### config.mk
export PLATFORM = sky130hd
export DESIGN_NAME = skc_cache
export DESIGN_NICKNAME = d
export VERILOG_FILES = /design/src/rtl/skc_pkg.sv /design/src/rtl/skc_hash.sv /design/src/rtl/skc_bank.sv /design/src/rtl/skc_victim.sv /design/src/rtl/skc_cache.sv
export SDC_FILE = /design/constraint.sdc
export NUM_CORES = 2
export LEC_CHECK = 0
export BUFFER_PORTS_ARGS = -buffer_cell sky130_fd_sc_hd__buf_2
export CORE_AREA = 3 3 505 507
export DETAILED_ROUTE_END_ITERATION = 7
export DIE_AREA = 0 0 508 510
export PLACE_DENSITY_LB_ADDON = 0.08
export SLEW_MARGIN = 10
export SYNTH_ARGS = -nofsm -noshare
export SYNTH_HDL_FRONTEND = slang
export SYNTH_HIERARCHICAL = 1
export SYNTH_SLANG_ARGS = --single-unit
### constraint.sdc
create_clock -name clk_i -period 8.4 [get_ports clk_i]
set_input_delay 0.84 -clock clk_i [delete_from_list [all_inputs] [get_ports clk_i]]
set_output_delay 0.84 -clock clk_i [all_outputs]
set_load 0.03 [all_outputs]
### src/rtl/skc_pkg.sv
package skc_pkg;
  typedef enum logic [1:0] {
    VIC_MATCH,
    VIC_FREE,
    VIC_RR
  } vic_reason_e;
endpackage

### src/rtl/skc_hash.sv
module skc_hash #(
  parameter int IDX_W = 4,
  parameter int SHIFT = 0
) (
  input  logic [IDX_W-1:0] lo_i,
  input  logic [IDX_W-1:0] hi_i,
  output logic [IDX_W-1:0] idx_o
);
  localparam int S = SHIFT % IDX_W;

  logic [IDX_W-1:0] rot;

  generate
    if (S == 0) begin : g_plain
      assign rot = lo_i;
    end else begin : g_rot
      assign rot = {lo_i[IDX_W-1-S:0], lo_i[IDX_W-1:IDX_W-S]};
    end
  endgenerate

  assign idx_o = rot ^ hi_i;
endmodule

### src/rtl/skc_bank.sv
module skc_bank #(
  parameter int IDX_W  = 4,
  parameter int TAG_W  = 14,
  parameter int DATA_W = 32
) (
  input  logic              clk_i,
  input  logic              rst_ni,
  input  logic [IDX_W-1:0]  lk_idx_i,
  input  logic [TAG_W-1:0]  lk_tag_i,
  output logic              lk_hit_o,
  output logic [DATA_W-1:0] lk_data_o,
  input  logic [IDX_W-1:0]  rf_idx_i,
  input  logic [TAG_W-1:0]  rf_tag_i,
  output logic              rf_slot_valid_o,
  output logic              rf_slot_match_o,
  input  logic              wr_en_i,
  input  logic [DATA_W-1:0] wr_data_i
);
  localparam int DEPTH = 1 << IDX_W;

  logic [DEPTH-1:0]  valid_q;
  logic [TAG_W-1:0]  tag_q  [DEPTH];
  logic [DATA_W-1:0] data_q [DEPTH];

  always_ff @(posedge clk_i or negedge rst_ni) begin
    if (!rst_ni) valid_q <= '0;
    else if (wr_en_i) valid_q[rf_idx_i] <= 1'b1;
  end

  always_ff @(posedge clk_i) begin
    if (wr_en_i) begin
      tag_q[rf_idx_i]  <= rf_tag_i;
      data_q[rf_idx_i] <= wr_data_i;
    end
  end

  assign lk_hit_o        = valid_q[lk_idx_i] && (tag_q[lk_idx_i] == lk_tag_i);
  assign lk_data_o       = data_q[lk_idx_i];
  assign rf_slot_valid_o = valid_q[rf_idx_i];
  assign rf_slot_match_o = valid_q[rf_idx_i] && (tag_q[rf_idx_i] == rf_tag_i);

  // a written slot holds the refilled tag on the next cycle
  a_r8_write_lands: assert property (@(posedge clk_i) disable iff (!rst_ni)
    wr_en_i |=> valid_q[$past(rf_idx_i)] && tag_q[$past(rf_idx_i)] == $past(rf_tag_i));
endmodule

### src/rtl/skc_victim.sv
module skc_victim
  import skc_pkg::*;
#(
  parameter int NUM_BANKS = 4
) (
  input  logic                 clk_i,
  input  logic                 rst_ni,
  input  logic                 refill_i,
  input  logic [NUM_BANKS-1:0] slot_valid_i,
  input  logic [NUM_BANKS-1:0] slot_match_i,
  output logic [NUM_BANKS-1:0] grant_o
);
  localparam int BANK_W = (NUM_BANKS > 1) ? $clog2(NUM_BANKS) : 1;

  logic [BANK_W-1:0] rr_q;
  logic [BANK_W-1:0] match_sel, free_sel, sel;
  vic_reason_e       reason;

  always_comb begin
    match_sel = '0;
    free_sel  = '0;
    for (int k = NUM_BANKS - 1; k >= 0; k--) begin
      if (slot_match_i[k]) match_sel = BANK_W'(k);
      if (!slot_valid_i[k]) free_sel = BANK_W'(k);
    end
    if (|slot_match_i) begin
      reason = VIC_MATCH;
      sel    = match_sel;
    end else if (!(&slot_valid_i)) begin
      reason = VIC_FREE;
      sel    = free_sel;
    end else begin
      reason = VIC_RR;
      sel    = rr_q;
    end
    grant_o      = '0;
    grant_o[sel] = 1'b1;
  end

  always_ff @(posedge clk_i or negedge rst_ni) begin
    if (!rst_ni) rr_q <= '0;
    else if (refill_i && reason == VIC_RR)
      rr_q <= (rr_q == BANK_W'(NUM_BANKS - 1)) ? '0 : rr_q + 1'b1;
  end

  a_r6_grant_onehot: assert property (@(posedge clk_i) disable iff (!rst_ni)
    refill_i |-> $onehot(grant_o));
  a_r6_free_slot_only: assert property (@(posedge clk_i) disable iff (!rst_ni)
    (refill_i && !(|slot_match_i) && !(&slot_valid_i)) |-> !(|(grant_o & slot_valid_i)));
  a_r7_rr_holds: assert property (@(posedge clk_i) disable iff (!rst_ni)
    !(refill_i && (&slot_valid_i) && !(|slot_match_i)) |=> $stable(rr_q));
endmodule

### src/rtl/skc_cache.sv
module skc_cache #(
  parameter int ADDR_W    = 16,
  parameter int DATA_W    = 32,
  parameter int OFF_W     = 2,
  parameter int IDX_W     = 4,
  parameter int NUM_BANKS = 4
) (
  input  logic              clk_i,
  input  logic              rst_ni,
  input  logic              req_valid_i,
  input  logic [ADDR_W-1:0] req_addr_i,
  output logic              rsp_valid_o,
  output logic              hit_o,
  output logic              miss_o,
  output logic [DATA_W-1:0] rdata_o,
  input  logic              refill_valid_i,
  input  logic [ADDR_W-1:0] refill_addr_i,
  input  logic [DATA_W-1:0] refill_data_i
);
  localparam int TAG_W = ADDR_W - OFF_W;
  localparam int LO_LSB = OFF_W;
  localparam int HI_LSB = OFF_W + IDX_W;

  logic [TAG_W-1:0]     lk_tag, rf_tag;
  logic [NUM_BANKS-1:0] bank_hit, slot_valid, slot_match, grant;
  logic [DATA_W-1:0]    bank_data [NUM_BANKS];
  logic [DATA_W-1:0]    hit_data;
  logic                 unused_off;

  assign lk_tag     = req_addr_i[ADDR_W-1:OFF_W];
  assign rf_tag     = refill_addr_i[ADDR_W-1:OFF_W];
  assign unused_off = ^{req_addr_i[OFF_W-1:0], refill_addr_i[OFF_W-1:0]};

  generate
    for (genvar b = 0; b < NUM_BANKS; b++) begin : g_bank
      logic [IDX_W-1:0] lk_idx, rf_idx;

      skc_hash #(.IDX_W(IDX_W), .SHIFT(b)) u_lk_hash (
        .lo_i (req_addr_i[LO_LSB +: IDX_W]),
        .hi_i (req_addr_i[HI_LSB +: IDX_W]),
        .idx_o(lk_idx)
      );

      skc_hash #(.IDX_W(IDX_W), .SHIFT(b)) u_rf_hash (
        .lo_i (refill_addr_i[LO_LSB +: IDX_W]),
        .hi_i (refill_addr_i[HI_LSB +: IDX_W]),
        .idx_o(rf_idx)
      );

      skc_bank #(.IDX_W(IDX_W), .TAG_W(TAG_W), .DATA_W(DATA_W)) u_bank (
        .clk_i          (clk_i),
        .rst_ni         (rst_ni),
        .lk_idx_i       (lk_idx),
        .lk_tag_i       (lk_tag),
        .lk_hit_o       (bank_hit[b]),
        .lk_data_o      (bank_data[b]),
        .rf_idx_i       (rf_idx),
        .rf_tag_i       (rf_tag),
        .rf_slot_valid_o(slot_valid[b]),
        .rf_slot_match_o(slot_match[b]),
        .wr_en_i        (refill_valid_i && grant[b]),
        .wr_data_i      (refill_data_i)
      );
    end
  endgenerate

  skc_victim #(.NUM_BANKS(NUM_BANKS)) u_victim (
    .clk_i       (clk_i),
    .rst_ni      (rst_ni),
    .refill_i    (refill_valid_i),
    .slot_valid_i(slot_valid),
    .slot_match_i(slot_match),
    .grant_o     (grant)
  );

  always_comb begin
    hit_data = '0;
    for (int k = 0; k < NUM_BANKS; k++)
      hit_data = hit_data | (bank_data[k] & {DATA_W{bank_hit[k]}});
  end

  always_ff @(posedge clk_i or negedge rst_ni) begin
    if (!rst_ni) begin
      rsp_valid_o <= 1'b0;
      hit_o       <= 1'b0;
      miss_o      <= 1'b0;
      rdata_o     <= '0;
    end else begin
      rsp_valid_o <= req_valid_i;
      hit_o       <= req_valid_i && (|bank_hit);
      miss_o      <= req_valid_i && !(|bank_hit);
      rdata_o     <= (req_valid_i && (|bank_hit)) ? hit_data : '0;
    end
  end

  // never two ways holding the probed address
  a_r8_single_hit: assert property (@(posedge clk_i) disable iff (!rst_ni)
    $onehot0(bank_hit));
  a_r8_single_match: assert property (@(posedge clk_i) disable iff (!rst_ni)
    refill_valid_i |-> $onehot0(slot_match));
  a_r2_one_outcome: assert property (@(posedge clk_i) disable iff (!rst_ni)
    rsp_valid_o |-> (hit_o ^ miss_o));
  a_r2_rsp_follows: assert property (@(posedge clk_i) disable iff (!rst_ni)
    req_valid_i |=> rsp_valid_o);
  a_r2_idle_quiet: assert property (@(posedge clk_i) disable iff (!rst_ni)
    !req_valid_i |=> !rsp_valid_o && !hit_o && !miss_o && rdata_o == '0);
endmodule

Word-level counts from Yosys, hierarchy flattened
Memory sizes are Yosys's and may differ from the RTL's.
Cells that the tools add are included.
- bits in registers: 101
- bits in writable memories: 2944
- input port bits: 68
- output and inout port bits: 35
- memories kept: 8
- $add $sub $neg: 1
- $lt $le $gt $ge: 14
- equality and inequality tests: 10
- multiplexer cells: 48
- bitwise logic cells: 19
- reductions and logical operators: 24
- memory list (memory ; depth ; bits a word ; rd ports ; clocked after memory_dff ; wr ports ; RTL line ; source):
    g_bank[0].u_bank.data_q ; 16 ; 32 ; 1 ; 0 ; 1 ; skc_bank.sv:23 ; logic [DATA_W-1:0] data_q [DEPTH];
    g_bank[1].u_bank.data_q ; 16 ; 32 ; 1 ; 0 ; 1 ; skc_bank.sv:23 ;
    g_bank[2].u_bank.data_q ; 16 ; 32 ; 1 ; 0 ; 1 ; skc_bank.sv:23 ;
    g_bank[3].u_bank.data_q ; 16 ; 32 ; 1 ; 0 ; 1 ; skc_bank.sv:23 ;
    g_bank[0].u_bank.tag_q ; 16 ; 14 ; 2 ; 0 ; 1 ; skc_bank.sv:22 ; logic [TAG_W-1:0] tag_q [DEPTH];
    g_bank[1].u_bank.tag_q ; 16 ; 14 ; 2 ; 0 ; 1 ; skc_bank.sv:22 ;
    2 more memories ; -- ; -- ; -- ; -- ; -- ; -- ;
- operator list (cell ; number):
    32-bit AND ; 4
    14-bit equality test ; 8
    32-bit bitwise OR ; 3
    16-bit bitwise OR ; 4
    4-bit by 5-bit < comparator with 1-bit output, second input constant ; 8
    1-bit binary-select mux with 4-bit select ; 8
    32-bit two-way mux ; 1
    4-bit bitwise XOR ; 8
    2-bit two-way mux ; 13
    1-bit two-way mux ; 21
    1-bit logical AND ; 20
    1-bit demux with 4-bit select ; 4
    4-bit by 1-bit greater-or-equal comparator with 1-bit output, second input constant ; 4
    4-bit OR reduction ; 2
    2-bit equality test, second input constant ; 2
    4-bit AND reduction ; 1
    2-bit by 3-bit < comparator with 1-bit output, second input constant ; 1
    2-bit by 1-bit adder with 2-bit output, second input constant ; 1
    1-bit demux with 2-bit select ; 1
    2-bit by 1-bit greater-or-equal comparator with 1-bit output, second input constant ; 1
    1-bit logical NOT ; 1

Depth between registers and ports, before layout
- depth in word-level cells: 16
- gate-level depth with buffers: 18

Cells and area by module
Netlist, hierarchy kept.
- by module, submodules not included (module ; times used ; cells each ; area an instance (sq um) ; sequential area each (sq um)):
    skc_bank ; 4 ; 1293 ; 30752.0 ; 22501.6
    skc_cache ; 1 ; 158 ; 1705.4 ; 875.8
    skc_hash ; 8 ; 4 ; 35.0 ; 0.0
    skc_victim ; 1 ; 23 ; 195.2 ; 50.0

Worst setup path before layout
No wires, ideal clock.
- kind: in2reg
- start: in refill_addr_i[3]
- end: mem g_bank[3].u_bank.data_q[0][0], enable pin
- setup time: 508 ps
- arrival time: 7357 ps
- path slack: 536 ps
- stages on the path: 14
- buffers on the path: 3
- cell sequence: xor2_1 > buf_2 > buf_6 > buf_2 > mux4_2 > mux4_2 > xnor2_1 > nand4_1 > nor4_1 > a41oi_1 > nor4_1 > and2_1 > or3b_2 > nor3_1
- longest elaborated chain between the ends: 16
- elaborated cells on any way between the ends: 44
- RTL lines (what ; RTL line ; source):
    start, declared ; skc_cache.sv:17 ; input logic [ADDR_W-1:0] refill_addr_i,
    4-bit bitwise XOR ; skc_hash.sv:21 ; assign idx_o = rot ^ hi_i;
    memory read 16 x 14 bit or 1-bit binary-select mux with 4-bit select (tied branches) ; -- ;
    14-bit equality test or 1-bit two-way mux (tied branches) ; skc_bank.sv:40 ; assign rf_slot_match_o = valid_q[rf_idx_i] && (tag_q[rf_idx_i] == rf_tag_i);
    1-bit logical AND (*) ; skc_bank.sv:40 ;
    via slot_match[3] ; skc_cache.sv:25 ; logic [NUM_BANKS-1:0] bank_hit, slot_valid, slot_match, grant;
    2-bit two-way mux (4 in a row) ; skc_victim.sv:23 ; if (slot_match_i[k]) match_sel = BANK_W'(k);
    2-bit two-way mux (*) ; skc_victim.sv:26 ; if (|slot_match_i) begin
    2-bit by 3-bit < comparator with 1-bit output (implied by the code) or 2-bit by 1-bit greater-or-equal comparator with 1-bit output (tied branches) ; skc_victim.sv:37 ; grant_o[sel] = 1'b1;
    1-bit logical AND (implied by the code) ; skc_victim.sv:37 ;
    1-bit two-way mux (implied by the code) ; skc_victim.sv:37 ;
    1-bit demux with 2-bit select (*) ; -- ;
    via grant[3] ; skc_cache.sv:25 ;
    1-bit logical AND (*) ; skc_cache.sv:61 ; .wr_en_i (refill_valid_i && grant[b]),
    1-bit two-way mux (*) ; skc_bank.sv:31 ; if (wr_en_i) begin
    1-bit two-way mux (implied by the code) (*) ; skc_bank.sv:33 ; data_q[rf_idx_i] <= wr_data_i;
    end, declared ; skc_bank.sv:23 ;
Mark *: on every way through the listed nets, which the timed path passes. The rest lies on a longest branch. The select of a mux whose other input is x is not followed.

Final worst setup path
- start: in refill_addr_i[6]
- end: mem g_bank[3].u_bank.data_q[1][16], enable pin
- longest elaborated chain between the ends: 16
- elaborated cells on any way between the ends: 44
- RTL lines (what ; RTL line ; source):
    4-bit bitwise XOR (*) ; skc_hash.sv:21 ;
    via g_bank[3].rf_idx[0] ; skc_cache.sv:36 ; logic [IDX_W-1:0] lk_idx, rf_idx;
    memory read 16 x 14 bit or 1-bit binary-select mux with 4-bit select (tied branches) ; -- ;
    14-bit equality test or 1-bit two-way mux (tied branches) ; skc_bank.sv:40 ;
    1-bit logical AND (*) ; skc_bank.sv:40 ;
    via slot_match[3] ; skc_cache.sv:25 ;
    2-bit two-way mux (4 in a row) ; skc_victim.sv:23 ;
    2-bit two-way mux (*) ; skc_victim.sv:26 ;
    2-bit by 3-bit < comparator with 1-bit output (implied by the code) or 2-bit by 1-bit greater-or-equal comparator with 1-bit output (tied branches) ; skc_victim.sv:37 ;
    1-bit logical AND (implied by the code) ; skc_victim.sv:37 ;
    1-bit two-way mux (implied by the code) ; skc_victim.sv:37 ;
    1-bit demux with 2-bit select (*) ; -- ;
    via grant[3] ; skc_cache.sv:25 ;
    1-bit logical AND (*) ; skc_cache.sv:61 ;
    1-bit two-way mux (*) ; skc_bank.sv:31 ;
    1-bit two-way mux (implied by the code) (*) ; skc_bank.sv:33 ;
Marked as above.

==> summary.md <==
| Metric | Value |
|---|---|
| Worst-Margin Slew | `1.29 ns` |
| Dpl cells | `8,774` |
| Share of the yosys chip area belonging to registers | `72.6%` |
| CTS tree | `done` |
| Status | `completed` |
| Mapped Nets | `5,454` |
| Clock Skews | `0.0811 ns` |
| CTS H-tree lvls | `5` |
| Top cell family by delay on the critical path | `simple AND/OR/NAND/NOR gates` |
| Synth Register Bits | `3,045` |
| Final Max Tran Viols | `0` |
| Setup TNS | `0 ns` |
| Worst-path cell chain | `buf_4, buf_4, xor2_4, buf_4, mux4_2, xor2_1, a2111oi_0, o21ai_0, a221o_1, nor4_1, buf_4, a41oi_1, nor4_1, and2_1, or3b_2, nor2_4, buf_4` |
| Unrepaired setup endpoints after global routing | `false` |
| Core footprint | `0.251 mm2` |
| Max-Cap Viols | `0` |
| Crit path buf inv count | `5` |
| Leading area contributor after synthesis | `edfxtp_1` |
| Die area | `0.259 mm2` |
| Number of remaining DRC errors | `0` |
| Fin cells | `9,366` |
| Antenna-violating nets left | `0` |
| Layout area overhead | `13.8%` |
| Vias in the first global route | `62,400` |
| Global-route wire length before repair | `470 mm` |
| Die Ht | `510 um` |
| Post-synth top area share | `70.6%` |
| Fin crit period | `6.62 ns` |
| Peak Freq | `0.151 GHz` |
| Via density | `6.43` |
| DRT Pass-1 Iters | `6` |
| Setup slack after placement | `0.724 ns` |
| Cell area power density | `247 mW/mm2` |
| Per-cell routed wire length | `35.0 um` |
| # IOs | `103` |
| Initial antenna violation count | `9` |
| GRT Residual Overflow | `0` |
| Total wire length | `328 mm` |
| Yosys warnings | `6` |
| Post-synth EDFFs | `2,944` |
| Final-report setup violation count | `0` |
| Input/output buffers | `98` |
| Fin nets | `5,832` |
| Crit Path Class | `primary input to flop` |
| CTS clk-pin slew, worst paths | `0.06 ns` |
| Root Buffer | `clkbuf_16` |
| WP data required | `8.95 ns` |
| Initial Utilization | `49.9%` |
| CP most frequent cell | `buf_4` |
| Hold slack | `0.180 ns` |
| CP arrival | `7.17 ns` |
| Most used flip-flop cell after synthesis | `edfxtp_1` |
| Most common library cells after synthesis | `edfxtp_1 (2,944), mux4_2 (1,144), clkbuf_1 (121)` |
| Syn Area/Cell | `23.2 um2` |
| CP startpoint kind | `primary input` |
| Largest net degree at the start of global routing | `128` |
| CTS resizes | `0` |
| Crit path max fanout | `34` |
| Top-count cell post-synth | `edfxtp_1` |
| Total CTS buffers | `334` |
| Fin. Hold Viols | `0` |
| Setup slack after layout | `1.78 ns` |
| DRT iter0 DRCs | `6,613` |
| Clock Path Buffers | `4` |
| Share of cells above drive strength 1 | `35.8%` |
| Clock sink total | `3,045` |
| Worst setup EP type | `flop` |
| Die W | `508 um` |
| Largest cells by area after synthesis | `edfxtp_1 (71%), mux4_2 (21%), dfrtp_1 (2.0%)` |
| GPL Wtd Cong | `0.806` |
| Normalized max-slew margin | `13.9%` |
| Delay of the slowest critical-path stage | `0.75 ns` |
| Final period utilization | `78.8%` |
| Clk Latency, worst-skew pair | `0.95 ns` |
| Synthesized cell area | `0.125 mm2` |
| CP max stage cell | `buf_4` |
| Post-DP HPWL | `188 mm` |
| FILL cells | `18,500` |
| Ys async rst share | `3.32%` |
| Tot GR Track Use | `25.6%` |
| Max VDD drop | `173 uV` |
| Site row count | `184` |
| DR vias | `60,200` |
| Leak Pwr | `0.0448 uW` |
| HP Class | `primary input to flop` |
| Synth cell types | `60` |
| Gate Count Post-Synth | `5,385` |
[report_power, final]
group	switching, uW	internal [uW]	leakage (uW)
Clock	5750	8060	0.00502
Combinational	2190	1830	0.0119
Sequential	179	17200	0.0278
[metrics by stage]
| step | total power (uW) | utilization, % | instance area [um2] |
|---|---|---|---|
| 3_5_place_dp | 21700 | 52.7 | 132000 |
| 3_3_place_gp | 21700 | 52.7 | 132000 |
| 5_1_grt | 36300 | 56.8 | 142000 |
| 4_1_cts | 35500 | 56.8 | 142000 |
| 6_report | 35200 | 56.8 | 143000 |
| 2_1_floorplan | 20300 | - | 125000 |
[worst paths after layout]
path | cells past startpoint | startpoint | end | slack, ns
worst max-delay path | 17 | refill_addr_i[6] | g_bank[3].u_bank/data_q[1][16] | 1.78
min in group asynchronous | 2 | rst_ni | rdata_o[23] | 0.48
worst min-delay path | 1 | req_valid_i | rsp_valid_o | 0.18
worst max register to register | 11 | g_bank[0].u_bank/tag_q[11][6] | g_bank[0].u_bank/data_q[0][12] | 2.76
worst min register to register | 1 | g_bank[2].u_bank/valid_q[15] | g_bank[2].u_bank/valid_q[15] | 0.49
max in group asynchronous | 3 | rst_ni | g_bank[2].u_bank/valid_q[9] | 6.29
[logic make-up (layout without fill, tap and decap cells)]
group                      after synthesis  after routing  share of synthesized area [%]
buffers and inverters                  349            976                           1.41
adders and majority gates                1              1                        0.00999
muxes                                 1286           1286                           21.9
other                                    0              6                              0
xor gates and xnor gates               188            188                           1.32
DFF                                   3045           3045                           72.6
AOI/OAI and AO/OA                      226            226                           1.41
and+or+nand+nor                        290            290                           1.27
[layout by cell type (no fill, tap or decap), types with 17 or more instances in the layout]
cell / instances
a22oi_1: 68
mux2i_1: 104
inv_1: 26
clkbuf_1: 72
clkinv_2: 55
a21oi_1: 36
mux2_2: 18
buf_2: 91
or2_2: 64
clkinv_1: 69
buf_4: 192
buf_12: 80
xnor2_1: 116
xor2_4: 28
edfxtp_1: 2944
nand4_1: 17
a2111oi_0: 20
mux4_2: 1144
dfrtp_1: 101
nand3b_1: 17
nor2_1: 24
nand2_1: 25
nor2_4: 48
xor2_1: 40
clkbuf_16: 345
[final cells by class]
type                    instances  area, um2  share of cell area (%)
diodes                          6       15.0                  0.0105
clock buffers                 432       9100                    6.39
clock inverters               153       1110                   0.782
inverters                      26       97.6                  0.0685
multi-input cells            1991      33500                    23.5
flip-flops and latches       3045      90900                    63.8
well taps                    3348       4190                    2.94
repair buffers                365       3520                    2.47
[state kept, by name, indices dropped and copies added (netlist names)]
register / cells
g_bank.u_bank/data_q: 2048
miss_o: 1
g_bank.u_bank/valid_q: 64
rsp_valid_o: 1
u_victim/rr_q: 2
hit_o: 1
rdata_o: 32
g_bank.u_bank/tag_q: 896
[per-layer routing]
metal  GRT usage [%]  up-vias  part of all wire, %  wire (um)
met5               0        -                    0          0
met4            7.67        0                  3.0       9940
met3            3.31      488                  5.8      19000
met2            40.7     2156                   49     160000
met1            37.6    33400                   42     139000
li1                -    24200                    -          -
[repair_timing]
| action | CTS | global route |
|---|---|---|
| hold endpoints to repair | 38 | 0 |
| hold buffers | 1 | 0 |
| setup buffers | 0 | 0 |
Power figures use the tool's default switching activity.
